**src/rtl/ptp_rtc_pkg.sv**
```systemverilog
package ptp_rtc_pkg;
  localparam int unsigned DEF_SEC_W      = 48;
  localparam int unsigned DEF_NS_W       = 30;
  localparam int unsigned DEF_FRAC_W     = 32;
  localparam int unsigned DEF_OUT_FRAC_W = 8;
  localparam int unsigned DEF_PER_INT_W  = 8;
  localparam int unsigned DEF_CNT_W      = 32;
  localparam longint unsigned DEF_NS_MOD = 64'd1000000000;

  // which period feeds the accumulator this cycle
  typedef enum logic {
    STEP_NOMINAL = 1'b0,
    STEP_ADJUST  = 1'b1
  } step_src_e;
endpackage

```
**src/rtl/ptp_rtc_rst_sync.sv**
```systemverilog
module ptp_rtc_rst_sync #(
  parameter int STAGES = 2
) (
  input  logic clk,
  input  logic rst_n,
  output logic rst_core_n
);
  logic [STAGES-1:0] sync_q;

  always_ff @(posedge clk or negedge rst_n) begin
    if (!rst_n) sync_q <= '0;
    else        sync_q <= {sync_q[STAGES-2:0], 1'b1};
  end

  assign rst_core_n = sync_q[STAGES-1];
endmodule

```
**src/rtl/ptp_rtc_adjust.sv**
```systemverilog
module ptp_rtc_adjust
  import ptp_rtc_pkg::*;
#(
  parameter int CNT_W = DEF_CNT_W,
  parameter int PER_W = DEF_PER_INT_W + DEF_FRAC_W
) (
  input  logic             clk,
  input  logic             rst_n,
  input  logic             adj_load,
  input  logic [CNT_W-1:0] adj_cycles,
  input  logic [PER_W-1:0] adj_period,
  output step_src_e        step_src,
  output logic [PER_W-1:0] alt_period,
  output logic             done
);
  logic [CNT_W-1:0] cnt_q, cnt_n;
  logic [PER_W-1:0] alt_q;
  logic             cnt_en, busy, last, done_n;

  // next state
  always_comb begin
    busy   = (cnt_q != '0);
    last   = (cnt_q == CNT_W'(1));
    cnt_en = adj_load | busy;
    cnt_n  = adj_load ? adj_cycles : (cnt_q - CNT_W'(1));
    done_n = last & ~adj_load;
  end

  // registers
  always_ff @(posedge clk or negedge rst_n) begin
    if (!rst_n) begin
      cnt_q <= '0;
      alt_q <= '0;
      done  <= 1'b0;
    end else begin
      if (cnt_en)   cnt_q <= cnt_n;
      if (adj_load) alt_q <= adj_period;
      done <= done_n;
    end
  end

  assign step_src   = busy ? STEP_ADJUST : STEP_NOMINAL;
  assign alt_period = alt_q;
endmodule

```
**src/rtl/ptp_rtc_rate.sv**
```systemverilog
module ptp_rtc_rate
  import ptp_rtc_pkg::*;
#(
  parameter int PER_W = DEF_PER_INT_W + DEF_FRAC_W
) (
  input  logic             clk,
  input  logic             rst_n,
  input  logic             period_load,
  input  logic [PER_W-1:0] period_in,
  input  step_src_e        step_src,
  input  logic [PER_W-1:0] alt_period,
  output logic [PER_W-1:0] step_inc
);
  logic [PER_W-1:0] per_q;

  always_ff @(posedge clk or negedge rst_n) begin
    if (!rst_n)           per_q <= '0;
    else if (period_load) per_q <= period_in;
  end

  always_comb begin
    step_inc = (step_src == STEP_ADJUST) ? alt_period : per_q;
  end
endmodule

```
**src/rtl/ptp_rtc_accum.sv**
```systemverilog
module ptp_rtc_accum
  import ptp_rtc_pkg::*;
#(
  parameter int              SEC_W      = DEF_SEC_W,
  parameter int              NS_W       = DEF_NS_W,
  parameter int              FRAC_W     = DEF_FRAC_W,
  parameter int              OUT_FRAC_W = DEF_OUT_FRAC_W,
  parameter int              PER_W      = DEF_PER_INT_W + DEF_FRAC_W,
  parameter longint unsigned NS_MOD     = DEF_NS_MOD
) (
  input  logic                       clk,
  input  logic                       rst_n,
  input  logic                       time_load,
  input  logic [NS_W+OUT_FRAC_W-1:0] load_ns,
  input  logic [SEC_W-1:0]           load_sec,
  input  logic [PER_W-1:0]           step_inc,
  output logic [SEC_W-1:0]           time_sec,
  output logic [NS_W+OUT_FRAC_W-1:0] time_ns
);
  localparam int ACC_W = NS_W + FRAC_W + 1;
  localparam int PAD   = FRAC_W - OUT_FRAC_W;
  localparam logic [NS_W:0] WRAP_AT = (NS_W+1)'(NS_MOD);

  logic [SEC_W-1:0]  sec_q, sec_n;
  logic [NS_W-1:0]   ns_q, ns_n;
  logic [FRAC_W-1:0] frac_q, frac_n;
  logic [ACC_W-1:0]  sum;
  logic [NS_W:0]     sum_ns;
  logic              wrap;

  // next state: load has priority over the accumulate step
  always_comb begin
    sum    = {1'b0, ns_q, frac_q} + ACC_W'(step_inc);
    sum_ns = sum[ACC_W-1:FRAC_W];
    wrap   = (sum_ns >= WRAP_AT);
    if (time_load) begin
      sec_n  = load_sec;
      ns_n   = load_ns[NS_W+OUT_FRAC_W-1:OUT_FRAC_W];
      frac_n = FRAC_W'(load_ns[OUT_FRAC_W-1:0]) << PAD;
    end else begin
      sec_n  = sec_q + SEC_W'(wrap);
      ns_n   = wrap ? NS_W'(sum_ns - WRAP_AT) : sum_ns[NS_W-1:0];
      frac_n = sum[FRAC_W-1:0];
    end
  end

  // registers
  always_ff @(posedge clk or negedge rst_n) begin
    if (!rst_n) begin
      sec_q  <= '0;
      ns_q   <= '0;
      frac_q <= '0;
    end else begin
      sec_q  <= sec_n;
      ns_q   <= ns_n;
      frac_q <= frac_n;
    end
  end

  assign time_sec = sec_q;
  assign time_ns  = {ns_q, frac_q[FRAC_W-1 -: OUT_FRAC_W]};
endmodule

```
**src/rtl/ptp_rtc.sv**
```systemverilog
module ptp_rtc
  import ptp_rtc_pkg::*;
#(
  parameter int              SEC_W      = DEF_SEC_W,
  parameter int              NS_W       = DEF_NS_W,
  parameter int              FRAC_W     = DEF_FRAC_W,
  parameter int              OUT_FRAC_W = DEF_OUT_FRAC_W,
  parameter int              PER_INT_W  = DEF_PER_INT_W,
  parameter int              CNT_W      = DEF_CNT_W,
  parameter longint unsigned NS_MOD     = DEF_NS_MOD,
  localparam int             PER_W      = PER_INT_W + FRAC_W,
  localparam int             TNS_W      = NS_W + OUT_FRAC_W
) (
  input  logic             clk,
  input  logic             rst_n,
  input  logic             time_load,
  input  logic [TNS_W-1:0] time_ns_in,
  input  logic [SEC_W-1:0] time_sec_in,
  input  logic             period_load,
  input  logic [PER_W-1:0] period_in,
  input  logic             adj_load,
  input  logic [CNT_W-1:0] adj_cycles_in,
  input  logic [PER_W-1:0] adj_period_in,
  output logic             adj_done,
  output logic [SEC_W-1:0] now_sec,
  output logic [TNS_W-1:0] now_ns
);
  logic             rst_core_n;
  step_src_e        step_src;
  logic [PER_W-1:0] alt_period;
  logic [PER_W-1:0] step_inc;

  ptp_rtc_rst_sync #(.STAGES(2)) u_rst (
    .clk(clk), .rst_n(rst_n), .rst_core_n(rst_core_n)
  );

  ptp_rtc_adjust #(.CNT_W(CNT_W), .PER_W(PER_W)) u_adj (
    .clk(clk), .rst_n(rst_core_n), .adj_load(adj_load),
    .adj_cycles(adj_cycles_in), .adj_period(adj_period_in),
    .step_src(step_src), .alt_period(alt_period), .done(adj_done)
  );

  ptp_rtc_rate #(.PER_W(PER_W)) u_rate (
    .clk(clk), .rst_n(rst_core_n), .period_load(period_load),
    .period_in(period_in), .step_src(step_src),
    .alt_period(alt_period), .step_inc(step_inc)
  );

  ptp_rtc_accum #(
    .SEC_W(SEC_W), .NS_W(NS_W), .FRAC_W(FRAC_W),
    .OUT_FRAC_W(OUT_FRAC_W), .PER_W(PER_W), .NS_MOD(NS_MOD)
  ) u_acc (
    .clk(clk), .rst_n(rst_core_n), .time_load(time_load),
    .load_ns(time_ns_in), .load_sec(time_sec_in), .step_inc(step_inc),
    .time_sec(now_sec), .time_ns(now_ns)
  );
endmodule

```
**config.mk**
```make
export PLATFORM = sky130hd
export DESIGN_NAME = ptp_rtc
export DESIGN_NICKNAME = d
export VERILOG_FILES = /design/src/rtl/ptp_rtc_pkg.sv /design/src/rtl/ptp_rtc_rst_sync.sv /design/src/rtl/ptp_rtc_adjust.sv /design/src/rtl/ptp_rtc_rate.sv /design/src/rtl/ptp_rtc_accum.sv /design/src/rtl/ptp_rtc.sv
export SDC_FILE = /design/constraint.sdc
export NUM_CORES = 1
export LEC_CHECK = 0
export BUFFER_PORTS_ARGS = -buffer_cell sky130_fd_sc_hd__buf_4
export CELL_PAD_IN_SITES_DETAIL_PLACEMENT = 1
export CELL_PAD_IN_SITES_GLOBAL_PLACEMENT = 1
export CORE_ASPECT_RATIO = 1.4
export CORE_MARGIN = 8
export CORE_UTILIZATION = 30
export DETAILED_ROUTE_END_ITERATION = 10
export HOLD_SLACK_MARGIN = 0.06
export PLACE_DENSITY = 0.68
export SYNTH_ARGS = -nofsm -noshare
export SYNTH_HDL_FRONTEND = slang
export SYNTH_HIERARCHICAL = 1
export SYNTH_SLANG_ARGS = --single-unit
```
**constraint.sdc**
```tcl
create_clock -name clk -period 12.1 [get_ports clk]
set_input_delay 1.21 -clock clk [delete_from_list [all_inputs] [get_ports clk]]
set_output_delay 1.21 -clock clk [all_outputs]
set_load 0.05 [all_outputs]
```
After elaboration in Yosys (flattened, before gate mapping). Cells that the tools add are included.

Add/sub/neg operators: 4. Bitwise gates (word level): 3. Order comparisons: 1. Equal/unequal tests: 1. Reduce and logical (&&, ||, !) cells: 1. Mux-type cells: 7.

Operators by type and width (number): 2-to-1 mux 32 bit (2); adder 62 x 40 -> 63 bit (1); 2-to-1 mux 30 bit (2); adder 48 x 1 -> 48 bit (1); 2-to-1 mux 48 bit (1); 2-to-1 mux 40 bit (1); == test 32 x 1 -> 1 bit (second input constant) (1); nonzero test 32 bit (1); subtractor 32 x 1 -> 32 bit (second input constant) (1); >= comparator 31 x 30 -> 1 bit (second input constant) (1); subtractor 30 bit (second input constant) (1); AND 1 bit (1); 2-to-1 mux 1 bit (1); inverter 1 bit (1); OR 1 bit (1).

Word-level logic and storage cells: 25. Input bits: 203. Output and inout port bits: 87. Bits in registers: 225.

Longest topological paths before layout.
Word-level depth: 7. Mapped depth: 34. Mapped depth without buffers: 31.

Modules after synthesis. The synthesis kept the hierarchy.

Modules (own cells, without submodules): ptp_rtc_accum (cells an instance 1119, area an instance 8780.9 sq um, instances 1, seq. area each 2752.6 sq um); ptp_rtc_adjust (cells an instance 301, area an instance 3442.1 sq um, instances 1, seq. area each 1826.8 sq um); ptp_rtc_rate (cells an instance 128, area an instance 1991.9 sq um, instances 1, seq. area each 1001.0 sq um); ptp_rtc_rst_sync (cells an instance 3, area an instance 53.8 sq um, instances 1, seq. area each 50.0 sq um).

Worst setup path after synthesis. Ideal clock, no wire load.

Path type: flip-flop to flip-flop. Start: register u_adj.cnt_q[16]. End: register u_acc.sec_q[44] (netlist: u_acc/time_sec[44]). Slack: 4.229 ns. Cell stages (with the launch flop): 31. Period minus slack after synthesis: 7.871 ns. Path buffers: 3. Data arrival time: 7.788 ns. Cell sequence: dfrtp_1 -> or4_4 -> or4_4 -> nor3_2 -> buf_4 -> inv_2 -> buf_6 -> mux2_2 -> ha_1 -> buf_4 -> nand4_4 -> or3_1 -> or4_4 -> a31oi_2 -> o21bai_1 -> xor2_1 -> or4_4 -> nor4_2 -> a31oi_1 -> a21oi_2 -> ha_1 -> ha_1 -> nand2_1 -> nor3_1 -> nand4_1 -> nor3_1 -> nand3_1 -> nor3_1 -> nand3_1 -> xor2_1 -> o21ai_0.

Longest elaborated chain between the ends: 7.

RTL lines: start: declaration (line ptp_rtc_adjust.sv:16) `logic [CNT_W-1:0] cnt_q, cnt_n;`; start signal: assignment (line ptp_rtc_adjust.sv:36) `if (cnt_en) cnt_q <= cnt_n;`; nonzero test 32 bit (line ptp_rtc_adjust.sv:22) `busy = (cnt_q != '0);`; 2-to-1 mux 1 bit (line ptp_rtc_adjust.sv:42) `assign step_src = busy ? STEP_ADJUST : STEP_NOMINAL;`; named net step_src (line ptp_rtc.sv:29) `step_src_e step_src;`; 2-to-1 mux 40 bit (line ptp_rtc_rate.sv:22) `step_inc = (step_src == STEP_ADJUST) ? alt_period : per_q;`; named net step_inc[21] (line ptp_rtc.sv:31) `logic [PER_W-1:0] step_inc;`; adder 62 x 40 -> 63 bit (line ptp_rtc_accum.sv:33) `sum = {1'b0, ns_q, frac_q} + ACC_W'(step_inc);`; >= comparator 31 x 30 -> 1 bit (line ptp_rtc_accum.sv:35) `wrap = (sum_ns >= WRAP_AT);`; adder 48 x 1 -> 48 bit (line ptp_rtc_accum.sv:41) `sec_n = sec_q + SEC_W'(wrap);`; 2-to-1 mux 48 bit (line ptp_rtc_accum.sv:36) `if (time_load) begin`; named net u_acc.sec_n[44] (line ptp_rtc_accum.sv:24) `logic [SEC_W-1:0] sec_q, sec_n;`; end signal: assignment (line ptp_rtc_accum.sv:54) `sec_q <= sec_n;`; end: declaration (line ptp_rtc_accum.sv:24).

The timed path passes the listed nets, and every way through them passes these cells. A chain may end at the register's enable or synchronous reset.

Worst setup path after layout.
Start: register u_adj.cnt_q[0]. End: register u_acc.sec_q[44] (netlist: u_acc/time_sec[44]).

The elaborated chain is that of the path after synthesis.

==> results.cfg <==
[routing]
ant_nets = 0
wirelength_mm = 52.2
drtPass1Iterations = 4
drt_iter0_drc = 529
num_vias = 12800
drc = 0
avgViaCountPerCell = 5.24
routedWlPerCell_um = 21.4

[setup_path]
reg2regPathDepth = 31
crit_slowest_cell = or4_4
cp_top_family = simple AND/OR/NAND/NOR gates
startpoint_type = flip-flop
cp-end-kind = flip-flop
critPathLaunch = u_adj/cnt_q[0]$_DFFE_PN0P_
critical_path_class = reg -> reg
crit_top_cell = ha_1
critical_path_arrival_ns = 10.54
cp.depth = 31
r2r-start = u_adj/cnt_q[0]$_DFFE_PN0P_
path_buf_inv = 4
cp_max_fo = 39
worstPathRequired_ns = 12.48
slowest_delay_ns = 0.60

[floorplanning]
die_y_um = 274
rows = 94
io_pins = 290
start_util = 0.303
dieArea_um2 = 54900
die_w_um = 200
coreArea_um2 = 47000

[sta]
holdWs_ns = 0.299
hold_viol = 0
tns_ns = 0
slew_viol_final = 0
fin_crit_sh = 0.840
tightest_slew_ns = 1.29
slew_headroom = 0.136
skew_ns = 0.0143
finalSetupViolCount = 0
max_freq_ghz = 0.0984
grt_setup_unrepaired = no
setup_ws_ns = 1.94
period_needed_ns = 10.16

[clocking]
cts_tree = built
clk_latency_ns = 0.55
cts_sinks = 225
post_cts.repair.setup_buffers = 0
ctsHtreeMaxLevel = 1
postCtsHoldBufs = 0
cts_resized = 0
clk_pin_slew_worst_paths_ns = 0.06
numCtsBuffers = 26
clockBufferDepth = 3
root_buffer = clkbuf_16

[synthesis]
seq_area_frac_synth = 0.395
synth_cells = 1551
synth-edff-count = 0
synth_area_leader_cell = dfrtp_1
synth_area_um2 = 14300
syn_area_per_cell_um2 = 9.20
synthFlopType = dfrtp_1
post_synth_num_cell_types = 72
yosys-top-cells-area = dfrtp_1 (39%), mux2_2 (10%), nand2_1 (5.2%)
syn_nets = 1800
synthArstFlopShare = 1.00
synth_top_area_frac = 0.395
synth_seq_cells = 225
yosysWarnings = 6

[global_route]
grt_use_total = 0.185
grt_max_degree = 99
grt_overflow = 0
first_global_vias = 14400
antenna_found_initial = 1
grt_pass1_wl_mm = 82.0

[placement]
detailed_place_hpwl_mm = 41.2
placed_area_um2 = 16800
place_ws_ns = 1.99
gp_congestion = 0.902
port_buffers = 289

[final_layout]
fillers = 5503
final_area_um2 = 17700
finalNetCount = 2038
synthToLayoutAreaGrowth_pct = 23.9
drive_gt1_frac = 0.277
seqCellArea_um2 = 5630
multiInputGateArea_um2 = 8050

[min_path]
hp-class = reg -> async

[power]
ir_worst_vdd_mv = 0.113
power.density_nw_per_um2 = 184
p_leak_nw = 7.43

[flow_run]
drv_cap = 0

[outcome]
status = completed
## report_power, final
group	switching (mW)	leakage, nW	internal, mW
Combinational	0.953	4.30	0.500
Sequential	0.114	2.70	0.875
Clock	0.329	0.433	0.479
## path summary, 6_finish.rpt
path | end | slack [ns]
worst max-delay path | u_acc/time_sec[44]$_DFF_PN0_ | 1.94
worst min-delay path | u_acc/time_sec[17]$_DFF_PN0_ | 0.30
worst max register to register | u_acc/time_sec[44]$_DFF_PN0_ | 1.94
worst min register to register | u_acc/time_sec[17]$_DFF_PN0_ | 0.30
max in group asynchronous | u_adj/alt_period[36]$_DFFE_PN0P_ | 9.58
min in group clk | u_rst/sync_q[1]$_DFF_PN0_ | 0.37
## per-layer routing
metal,wire (µm),global-route usage
met4,1440,0.0578
met3,2650,0.0383
met2,27700,0.352
met5,0,0
met1,20400,0.203
## logic make-up after synthesis
logic type | after synthesis | synth area share
AO/OA/AOI/OAI | 365 | 0.158
XOR/XNOR | 125 | 0.0767
adder cells (fa/ha/maj) | 46 | 0.0409
buffers and inverters | 117 | 0.0416
flip-flops | 225 | 0.395
multiplexers | 134 | 0.105
other | 1 | 0.000263
AND/OR/NAND/NOR | 538 | 0.183
## cells in the final DEF (no fill, tap or decap), drive strengths merged, types with 27 or more instances in the layout
cell    count
buf       300
dfrtp     225
nand2     198
o21ai     138
mux2      127
nor2      117
a21oi      85
xor2       69
xnor2      56
ha         45
nand3      42
nand4      40
clkbuf     36
nor3       33
inv        27
## synthesized netlist by cell type (all sizes together), types with 17 or more instances
| cell | count |
|---|---|
| dfrtp | 225 |
| nand2 | 198 |
| o21ai | 138 |
| mux2 | 127 |
| nor2 | 117 |
| a21oi | 85 |
| xor2 | 69 |
| xnor2 | 56 |
| buf | 46 |
| ha | 45 |
| clkbuf | 44 |
| nand3 | 42 |
| nand4 | 40 |
| nor3 | 33 |
| inv | 27 |
| nor4 | 23 |
| a211oi | 18 |
| a31oi | 17 |
| o31ai | 17 |
| or4 | 17 |
## metrics by stage
step                      power [mW]  cells  utilization
after global placement          2.43   2385        0.357
final                           3.25   2433        0.376
after detailed placement        2.45   2385        0.357
after floorplan                 2.00   1551            -
after CTS                       3.29   2432        0.376
after global routing            3.45   2432        0.376
## registers in the layout, summed over array words and instances (netlist names)
register and cells:
u_rst/sync_q 2, u_adj/done 1, u_acc/ns_q 30, u_acc/frac_q 32, u_adj/alt_period 40, u_adj/cnt_q 32, u_acc/time_sec 48, u_rate/per_q 40
## area by class of cell
class | instances | area share
Clock buffer | 36 | 0.0429
Sequential cell | 225 | 0.319
Tap cell | 624 | 0.0442
Antenna cell | 1 | 0.000142
Inverter | 27 | 0.00573
Timing Repair Buffer | 300 | 0.127
Clock inverter | 11 | 0.00609
Multi-Input combinational cell | 1209 | 0.455
(Power assumes the default switching activity.)
